$ cat src/rtl/dma_agen_pkg.sv
package dma_agen_pkg;

    typedef enum logic [1:0] {
        SZ_BYTE = 2'd0,
        SZ_HALF = 2'd1,
        SZ_WORD = 2'd2,
        SZ_WALT = 2'd3
    } xfer_size_e;

    typedef enum logic {
        SIDE_RD = 1'b0,
        SIDE_WR = 1'b1
    } side_e;

    localparam int NUM_SIDES = 2;
    localparam int STEP_W    = 3;

    typedef struct packed {
        logic              load;
        logic              step;
        logic              inc_en;
        logic              ring_en;
        logic [STEP_W-1:0] step_bytes;
    } side_ctrl_t;

    function automatic logic [STEP_W-1:0] size_to_bytes(input xfer_size_e sz);
        case (sz)
            SZ_BYTE: size_to_bytes = 3'd1;
            SZ_HALF: size_to_bytes = 3'd2;
            default: size_to_bytes = 3'd4;
        endcase
    endfunction

endpackage

$ cat src/rtl/dma_addr_side.sv
module dma_addr_side
    import dma_agen_pkg::*;
#(
    parameter int AW = 32,
    parameter int RW = 4
) (
    input  logic          clk,
    input  logic          rst,
    input  side_ctrl_t    ctrl,
    input  logic [AW-1:0] start,
    input  logic [RW-1:0] ring_bits,
    output logic [AW-1:0] addr
);

    logic [AW-1:0] addr_q;
    logic [AW-1:0] sum;
    logic [AW-1:0] mask;
    logic [AW-1:0] wrapped;
    logic [AW-1:0] next_addr;
    logic          use_ring;

    always_comb begin
        sum      = addr_q + AW'(ctrl.step_bytes);
        mask     = (AW'(1) << ring_bits) - AW'(1);
        use_ring = ctrl.ring_en && (ring_bits != '0);
        wrapped  = (addr_q & ~mask) | (sum & mask);
        if (ctrl.load)
            next_addr = start;
        else if (ctrl.step && ctrl.inc_en)
            next_addr = use_ring ? wrapped : sum;
        else
            next_addr = addr_q;
    end

    always_ff @(posedge clk) begin
        if (rst)
            addr_q <= '0;
        else
            addr_q <= next_addr;
    end

    assign addr = addr_q;

endmodule

$ cat src/rtl/dma_byte_swap.sv
module dma_byte_swap
    import dma_agen_pkg::*;
#(
    parameter int DW = 32
) (
    input  logic       swap_en,
    input  xfer_size_e size,
    input  logic [DW-1:0] din,
    output logic [DW-1:0] dout
);

    localparam int NB = DW / 8;

    for (genvar i = 0; i < NB; i++) begin : g_lane
        localparam int HSRC = i ^ 1;
        localparam int WSRC = (i & ~3) | (3 - (i & 3));
        always_comb begin
            if (!swap_en || size == SZ_BYTE)
                dout[8*i +: 8] = din[8*i +: 8];
            else if (size == SZ_HALF)
                dout[8*i +: 8] = din[8*HSRC +: 8];
            else
                dout[8*i +: 8] = din[8*WSRC +: 8];
        end
    end

endmodule

$ cat src/rtl/dma_addr_gen.sv
module dma_addr_gen
    import dma_agen_pkg::*;
#(
    parameter int AW = 32,
    parameter int DW = 32,
    parameter int RW = 4
) (
    input  logic          clk,
    input  logic          rst,
    input  logic          load,
    input  logic [AW-1:0] rd_start,
    input  logic [AW-1:0] wr_start,
    input  logic [1:0]    xfer_size,
    input  logic          rd_inc_en,
    input  logic          wr_inc_en,
    input  logic [RW-1:0] ring_bits,
    input  logic          ring_on_write,
    input  logic          swap_en,
    input  logic          step,
    input  logic [DW-1:0] data_in,
    output logic [AW-1:0] rd_addr,
    output logic [AW-1:0] wr_addr,
    output logic [DW-1:0] data_out
);

    xfer_size_e        size;
    logic [STEP_W-1:0] nbytes;
    side_ctrl_t        ctrl   [NUM_SIDES];
    logic [AW-1:0]     starts [NUM_SIDES];
    logic [AW-1:0]     addrs  [NUM_SIDES];
    logic              incs   [NUM_SIDES];

    assign size      = xfer_size_e'(xfer_size);
    assign nbytes    = size_to_bytes(size);
    assign starts[0] = rd_start;
    assign starts[1] = wr_start;
    assign incs[0]   = rd_inc_en;
    assign incs[1]   = wr_inc_en;

    for (genvar s = 0; s < NUM_SIDES; s++) begin : g_side
        always_comb begin
            ctrl[s].load       = load;
            ctrl[s].step       = step;
            ctrl[s].inc_en     = incs[s];
            ctrl[s].ring_en    = (ring_on_write == side_e'(s));
            ctrl[s].step_bytes = nbytes;
        end

        dma_addr_side #(.AW(AW), .RW(RW)) u_side (
            .clk       (clk),
            .rst       (rst),
            .ctrl      (ctrl[s]),
            .start     (starts[s]),
            .ring_bits (ring_bits),
            .addr      (addrs[s])
        );
    end

    assign rd_addr = addrs[0];
    assign wr_addr = addrs[1];

    dma_byte_swap #(.DW(DW)) u_swap (
        .swap_en (swap_en),
        .size    (size),
        .din     (data_in),
        .dout    (data_out)
    );

endmodule

$ cat config.mk
export PLATFORM = sky130hd
export DESIGN_NAME = dma_addr_gen
export DESIGN_NICKNAME = d
export VERILOG_FILES = /design/src/rtl/dma_agen_pkg.sv /design/src/rtl/dma_addr_side.sv /design/src/rtl/dma_byte_swap.sv /design/src/rtl/dma_addr_gen.sv
export SDC_FILE = /design/constraint.sdc
export NUM_CORES = 1
export LEC_CHECK = 0
export CAP_MARGIN = 0
export CORE_MARGIN = 2
export CORE_UTILIZATION = 41
export CTS_CLUSTER_DIAMETER = 30
export DETAILED_ROUTE_END_ITERATION = 12
export PLACE_DENSITY_LB_ADDON = 0.08
export REMOVE_ABC_BUFFERS = 1
export SLEW_MARGIN = 40
export SYNTH_ARGS = -nofsm -noshare
export SYNTH_HDL_FRONTEND = slang
export SYNTH_SLANG_ARGS = --single-unit
export TNS_END_PERCENT = 10
$ cat constraint.sdc
create_clock -name clk -period 3.8 [get_ports clk]
set_clock_uncertainty 0.1 [all_clocks]
set_input_delay 0.76 -clock clk [delete_from_list [all_inputs] [get_ports clk]]
set_output_delay 0.76 -clock clk [all_outputs]
set_load 0.01 [all_outputs]
==> results of run 1 <==
## power by group through the flow
stage          Sequential, W  Clock (W)  Combinational (W)
2_1_floorplan       0.000808          0           0.000287
3_3_place_gp        0.000801          0           0.000710
3_5_place_dp        0.000803          0           0.000727
4_1_cts             0.000789   0.000919           0.000731
5_1_grt             0.000801   0.000946           0.000795
6_report            0.000792   0.000919           0.000737
## worst min-delay path: stages (launching register included)
cell and delay (ps):
dfxtp_1 320, nor2_1 100, a211oi_1 50
## Yosys cell counts, drive strengths merged, types with 4 or more instances
master	number
nor2b	7
dfxtp	64
or4	5
nor4	12
nand2	96
o31ai	7
xnor2	13
a211oi	18
a32oi	5
a211o	4
a21o	11
o211ai	7
or3	8
a311o	4
nor2	55
o21ai	59
xor2	5
buf	12
nand2b	4
mux2i	39
inv	22
and2	9
a21oi	72
nor3	16
a22oi	15
nand3	28
ha	8
clkbuf	43
and4	8
and3	8
o311ai	4
a31oi	20
o221ai	6
a2111oi	7
nand4	15
o2111ai	4
## through the flow
step / instances / utilization, % / hold slack (ps) / TNS (ps) / total power (W)
global route: 1145 / 62.01 / 464.2 / 0 / 0.002541
global placement: 1129 / 59.56 / 394.9 / 0 / 0.001511
floorplan: 714 / - / 411.8 / -5674 / 0.001095
detailed placement: 1129 / 59.56 / 400.9 / 0 / 0.001530
finish: 1145 / 62.01 / 420.5 / 0 / 0.002448
CTS: 1145 / 62.01 / 419.6 / 0 / 0.002440
## layout make-up
class                   count  area (µm²)
well taps                 176       220.2
repair buffers            239        2322
multi-input cells         628        3950
flip-flops and latches     64        1281
fillers                  1188        5011
clock buffers              10       229.0
inverters                  22       82.58
clock inverters             6       93.84
## kinds of logic after synthesis
group / synth area share (%)
AOI/OAI and AO/OA: 33.16
xor gates and xnor gates: 2.854
adders and majority gates: 2.537
buffers and inverters: 5.504
DFF: 23.19
muxes: 7.474
and+or+nand+nor: 25.28
## metal layers
| layer | wire [µm] | track usage, % | part of all wire, % |
|---|---|---|---|
| met1 | 9329 | 38.53 | 43 |
| met2 | 10250 | 48.33 | 48 |
| met3 | 1519 | 5.133 | 7.1 |
| met4 | 439 | 8.309 | 2.0 |
| met5 | 0 | 0 | 0 |
## worst paths after layout
path / from / to / slack (ps) / cells past startpoint
setup / recovery: xfer_size[0] / data_out[3] / 240 / 7
hold / removal: flop / flop / 420 / 2
setup reg to reg: flop / flop / 1200 / 5
hold reg to reg: flop / flop / 420 / 2
==> summary.md, run 1 <==
| Metric | Value |
|---|---|
| Post-synth top flop | `dfxtp_1` |
| Post-DRT Antenna Nets | `0` |
| Switch share | `31.36%` |
| Max-slew headroom | `49.90%` |
| Vias per cell | `6.137` |
| Yosys top cell by area | `dfxtp_1` |
| Post-synthesis instance total | `roughly 770` |
| Dpl ws | `~130 ps` |
| Initial antenna violation count | `0` |
| CP max stage delay | `between 500 and 600 ps` |
| Area growth, synth to finish | `48.06%` |
| Max VDD drop | `0.1868 mV` |
| Part of the power in registers | `roughly 32%` |
| Final hold viol count | `0` |
| Overflow after GRT | `0` |
| Largest net degree at the start of global routing | `65` |
| Worst skew pair latency | `between 300 and 400 ps` |
| Internal power | `0.001680 W` |
| Logic pwr share | `about 30%` |
| First-pass GRT wire length | `34210 µm` |
| # setup viols final | `0` |
| Crit-path cells | `clkdlybuf4s50_1 -> nand2b_1 -> inv_2 -> buf_4 -> mux2i_1 -> o21ai_0 -> clkdlybuf4s50_1` |
| GP Congestion | `between 0.8 and 0.9` |
| Post-Syn Area | `around 5500 µm²` |
| Worst path bufs/invs | `4` |
| DRT iter0 DRCs | `a little under 700` |
| Rows | `42` |
| Wirelength per Cell | `roughly 19 µm` |
| Final worst slack | `roughly 240 ps` |
| Inserted Diodes | `0` |
| DP HPWL | `15960 µm` |
| Initial Util | `41.88%` |
| CTS tree | `built` |
| EDFF count, synth | `0` |
| IO buf count | `just over 200` |
| Fmax | `about 280 MHz` |
| Io pins | `just over 200` |
| Die Y | `roughly 120 µm` |
| Drt pass-1 iters | `7` |
| Total placed instance area | `7856 µm²` |
| Vias in the first global route | `6758` |
| Critical path's slowest cell | `clkdlybuf4s50_1` |
| # nets final | `between 1000 and 1500` |
| Worst min path class | `reg2reg` |
| Clock-pin slew of the registers on the worst-case setup and hold paths | `60 ps` |
| #FFs+latches synth | `64` |
| Synth warnings | `0` |
| MaxCap Viol Count | `0` |
| Sw power | `around 0.00077 W` |
| Die area | `roughly 14000 µm²` |
| Clock period minus worst slack | `~3600 ps` |
| Critical path launch point type | `input pin` |
| Post-CTS setup buffers | `0` |
| Synth top area share | `between 20% and 30%` |
| Critical Path Most Common Cell | `clkdlybuf4s50_1` |
| Core Footprint | `approximately 13000 µm²` |
| Die width | `~120 µm` |
| Slew Viols, Final | `0` |
| Cell Pwr Density | `approximately 300 nW/µm²` |
| Cts hold-fix bufs | `0` |
| Top cells by area, synth | `dfxtp_1 23%, mux2i_1 7.1%, a21oi_1 6.5%` |
| Crit path capture type | `primary output` |
| RSZ-0062 raised after global routing | `false` |
| Worst Path Arrival | `2700 ps` |
| CTS Sinks | `64` |
| Sequential share of the synthesized area | `between 20% and 30%` |
| Clock Path Buffers | `2` |
| Post-CTS sizing | `0` |
| Share of cells above drive strength 1 | `6.502%` |
| Total CTS buffers | `9` |
| Netlist cell types | `71` |
| Cell family with most CP delay | `buffers and inverters` |
| Power share of the clock group | `between 30 and 40%` |
| Leading cell type in the layout, fill and taps excluded | `clkdlybuf4s50_1` |
| Root Buffer | `clkbuf_16` |
| Status | `complete, no violations` |
| Tot GR Track Use | `approximately 29%` |
| Worst-Margin Slew | `732.6 ps` |
| Crit path required time | `2940 ps` |
| H-tree level count | `3` |
| Crit-path max FO | `12` |
| Fraction of registers with async set/reset | `0%` |
| Via count | `around 7000` |
| Routed wire length | `around 22000 µm` |
| WS Path Type | `in2out` |
| P_leak | `roughly 3.0 nW` |
| Finished Cell Area | `slightly above 8000 µm²` |
| Period Utilization, post-route | `a little over nine tenths` |
| Most frequent cells in the layout | `203 x clkdlybuf4s50_1, 96 x nand2_1, 72 x a21oi_1` |
| # DRC | `0` |
| Syn avg cell area | `~7.2 µm²` |
Note: power is estimated with default switching activity, not from simulation.
==> inputs of run 2 (changes only) <==
--- a/config.mk
+++ b/config.mk
@@ -5,6 +5,7 @@
 export SDC_FILE = /design/constraint.sdc
 export NUM_CORES = 1
 export LEC_CHECK = 0
+export ABC_AREA = 0
 export CAP_MARGIN = 0
 export CORE_MARGIN = 2
 export CORE_UTILIZATION = 41
==> results of run 2 <==
Same layout as run 1: the final DEF is identical, and so are final timing and power.
==> inputs of run 3 (changes only) <==
--- a/config.mk
+++ b/config.mk
@@ -8,10 +8,11 @@
 export ABC_AREA = 0
 export CAP_MARGIN = 0
 export CORE_MARGIN = 2
-export CORE_UTILIZATION = 41
+export CORE_UTILIZATION = 42
+export CTS_BUF_LIST = sky130_fd_sc_hd__clkbuf_8
 export CTS_CLUSTER_DIAMETER = 30
 export DETAILED_ROUTE_END_ITERATION = 12
-export PLACE_DENSITY_LB_ADDON = 0.08
+export PLACE_DENSITY = 0.86
 export REMOVE_ABC_BUFFERS = 1
 export SLEW_MARGIN = 40
 export SYNTH_ARGS = -nofsm -noshare
==> run 3 against run 2 <==
Routed wire length shrank 5.1%; global-route usage is 1.2 points lower; via count down 2.4%; non-clock buffer count is 3 lower; critical path depth stayed put; power decreased by 7.4%; core utilization grew 1.4 points; worst hold slack gained 10 ps; critical path type unchanged; largest power group is now registers.
==> summary.md, run 3 (synthesized netlist as in run 1, its figures left out) <==
| Metric | Value |
|---|---|
| Status | `complete, no violations` |
| DRT iter0 DRCs | `~540` |
| CTS tree | `built` |
| Core Footprint | `between 10000 and 15000 µm²` |
| Wirelength per Cell | `17.97 µm` |
| Max-slew headroom | `about 53%` |
| Clock period minus worst slack | `3536 ps` |
| Period Utilization, post-route | `93.04%` |
| Worst skew pair latency | `360 ps` |
| Cts hold-fix bufs | `0` |
| Flop-to-flop setup slack | `approximately 1200 ps` |
| Vias per cell | `roughly 6.0` |
| Clock-pin slew of the registers on the worst-case setup and hold paths | `roughly 70 ps` |
| Logic pwr share | `32.2%` |
| Tot GR Track Use | `between 20 and 30%` |
| Clock Path Buffers | `2` |
| Finished Cell Area | `between 8000 and 9000 µm²` |
| Worst Path Arrival | `around 2700 ps` |
| Area growth, synth to finish | `46.14%` |
| Overflow after GRT | `0` |
| Slew Viols, Final | `0` |
| Io pins | `slightly above 200` |
| P_leak | `roughly 3 nW` |
| DP HPWL | `between 15000 and 20000 µm` |
| Switch share | `32.19%` |
| IO buf count | `roughly 200` |
| Sw power | `between 0.0007 and 0.0008 W` |
| H-tree level count | `3` |
| # setup viols final | `0` |
| Max VDD drop | `0.2379 mV` |
| Crit path from | `xfer_size[0]` |
| Dpl ws | `132.0 ps` |
| Post-CTS setup buffers | `0` |
| # nets final | `about 1100` |
| # DRC | `0` |
| Final hold viol count | `0` |
| Worst min path class | `reg2reg` |
| GR Layer Usage met3 | `under 10%` |
| Crit path capture type | `primary output` |
| Die width | `118.7 µm` |
| Routed wire length | `between 20000 and 25000 µm` |
| Drt pass-1 iters | `6` |
| Power Total | `between 0.002 and 0.0025 W` |
| Rows | `41` |
| WHS Path Cells | `2` |
| GR Util met1 | `around 38%` |
| Die Y | `118.7 µm` |
| Worst reg2reg path depth | `9` |
| Crit-path max FO | `17` |
| Part of the power in registers | `about a third` |
| Die area | `approximately 14000 µm²` |
| Internal power | `0.001537 W` |
| Root Buffer | `clkbuf_8` |
| Total placed instance area | `approximately 8000 µm²` |
| Total CTS buffers | `9` |
| Crit path required time | `slightly below 3000 ps` |
| Final Non-Filler Cells | `roughly 1100` |
| Initial Util | `43.42%` |
| Worst-Margin Slew | `slightly above 700 ps` |
| Most frequent cells in the layout | `203 x clkdlybuf4s50_1, 96 x nand2_1, 72 x a21oi_1` |
| WS Path Type | `in2out` |
| Most used routing layer | `met2` |
| First-pass GRT wire length | `~32000 µm` |
| GP Congestion | `between 0.9 and 1` |
| Initial antenna violation count | `0` |
| Vias in the first global route | `~6200` |
| Leading cell type in the layout, fill and taps excluded | `clkdlybuf4s50_1` |
| Fmax | `around 280 MHz` |
| Inserted Diodes | `0` |
| CTS Sinks | `64` |
| Placed insts | `1122` |
| Post-DRT Antenna Nets | `0` |
| Share of cells above drive strength 1 | `6.315%` |
| Final worst slack | `between 200 and 300 ps` |
| Grt met2 use | `a little under half` |
| Area occupied by multi-input gates | `3950 µm²` |
| Post-CTS sizing | `0` |
| Fill cells | `between 1000 and 1500` |
| Worst setup endpoint | `data_out[0]` |
| Cell Pwr Density | `roughly 280 nW/µm²` |
| Power share of the clock group | `32.9%` |
| RSZ-0062 raised after global routing | `false` |
| Critical path launch point type | `input pin` |
| Largest net degree at the start of global routing | `65` |
| MaxCap Viol Count | `0` |
| Via count | `~7000` |
| FF+latch area | `roughly 1300 µm²` |
-- run 3: final cells by class --
class                      instances  share of cell area (%)
multi-input combinational        628                   48.93
clock buffer                       9                   1.534
sequential                        64                   15.87
timing repair buffer             236                   28.49
clock inverter                     7                   1.488
inverter                          22                   1.023
tap                              172                   2.666
-- run 3: critical path, cell delays in order --
cell	delay [ps]
clkdlybuf4s50_1	550
nand2b_1	130
inv_2	80
buf_4	290
mux2i_1	120
o21ai_0	160
clkdlybuf4s50_1	580
-- run 3: how the worst min path moves through the flow --
| stage | start | endpoint | slack, ps |
|---|---|---|---|
| after global placement | flop | flop | 410 |
| after global routing | flop | flop | 470 |
| final | flop | flop | 430 |
| after floorplan | flop | flop | 410 |
| after CTS | flop | flop | 430 |
| after detailed placement | flop | flop | 420 |
-- run 3: per-stage QoR --
| step | setup TNS (ps) | hold WS [ps] | utilization [%] |
|---|---|---|---|
| floorplan | -5674 | 411.8 | - |
| global placement | 0 | 409.9 | 61.54 |
| detailed placement | 0 | 422.8 | 61.54 |
| CTS | 0 | 434.7 | 63.45 |
| global route | 0 | 465.1 | 63.45 |
| finish | 0 | 431.0 | 63.45 |
-- run 3: routing by layer --
layer | share of wire (%) | routed length, µm
met5 | 0 | 0
met4 | 1.8 | 361
met3 | 7.9 | 1621
met2 | 48 | 9858
met1 | 42 | 8607
-- run 3: power by group through the flow --
stage                     Clock, W  Sequential (W)  Combinational, W
after floorplan                  0        0.000808          0.000287
after global placement           0        0.000803          0.000711
final                     0.000746        0.000792          0.000729
after global routing      0.000767        0.000800          0.000783
after CTS                 0.000739        0.000789          0.000724
after detailed placement         0        0.000803          0.000719
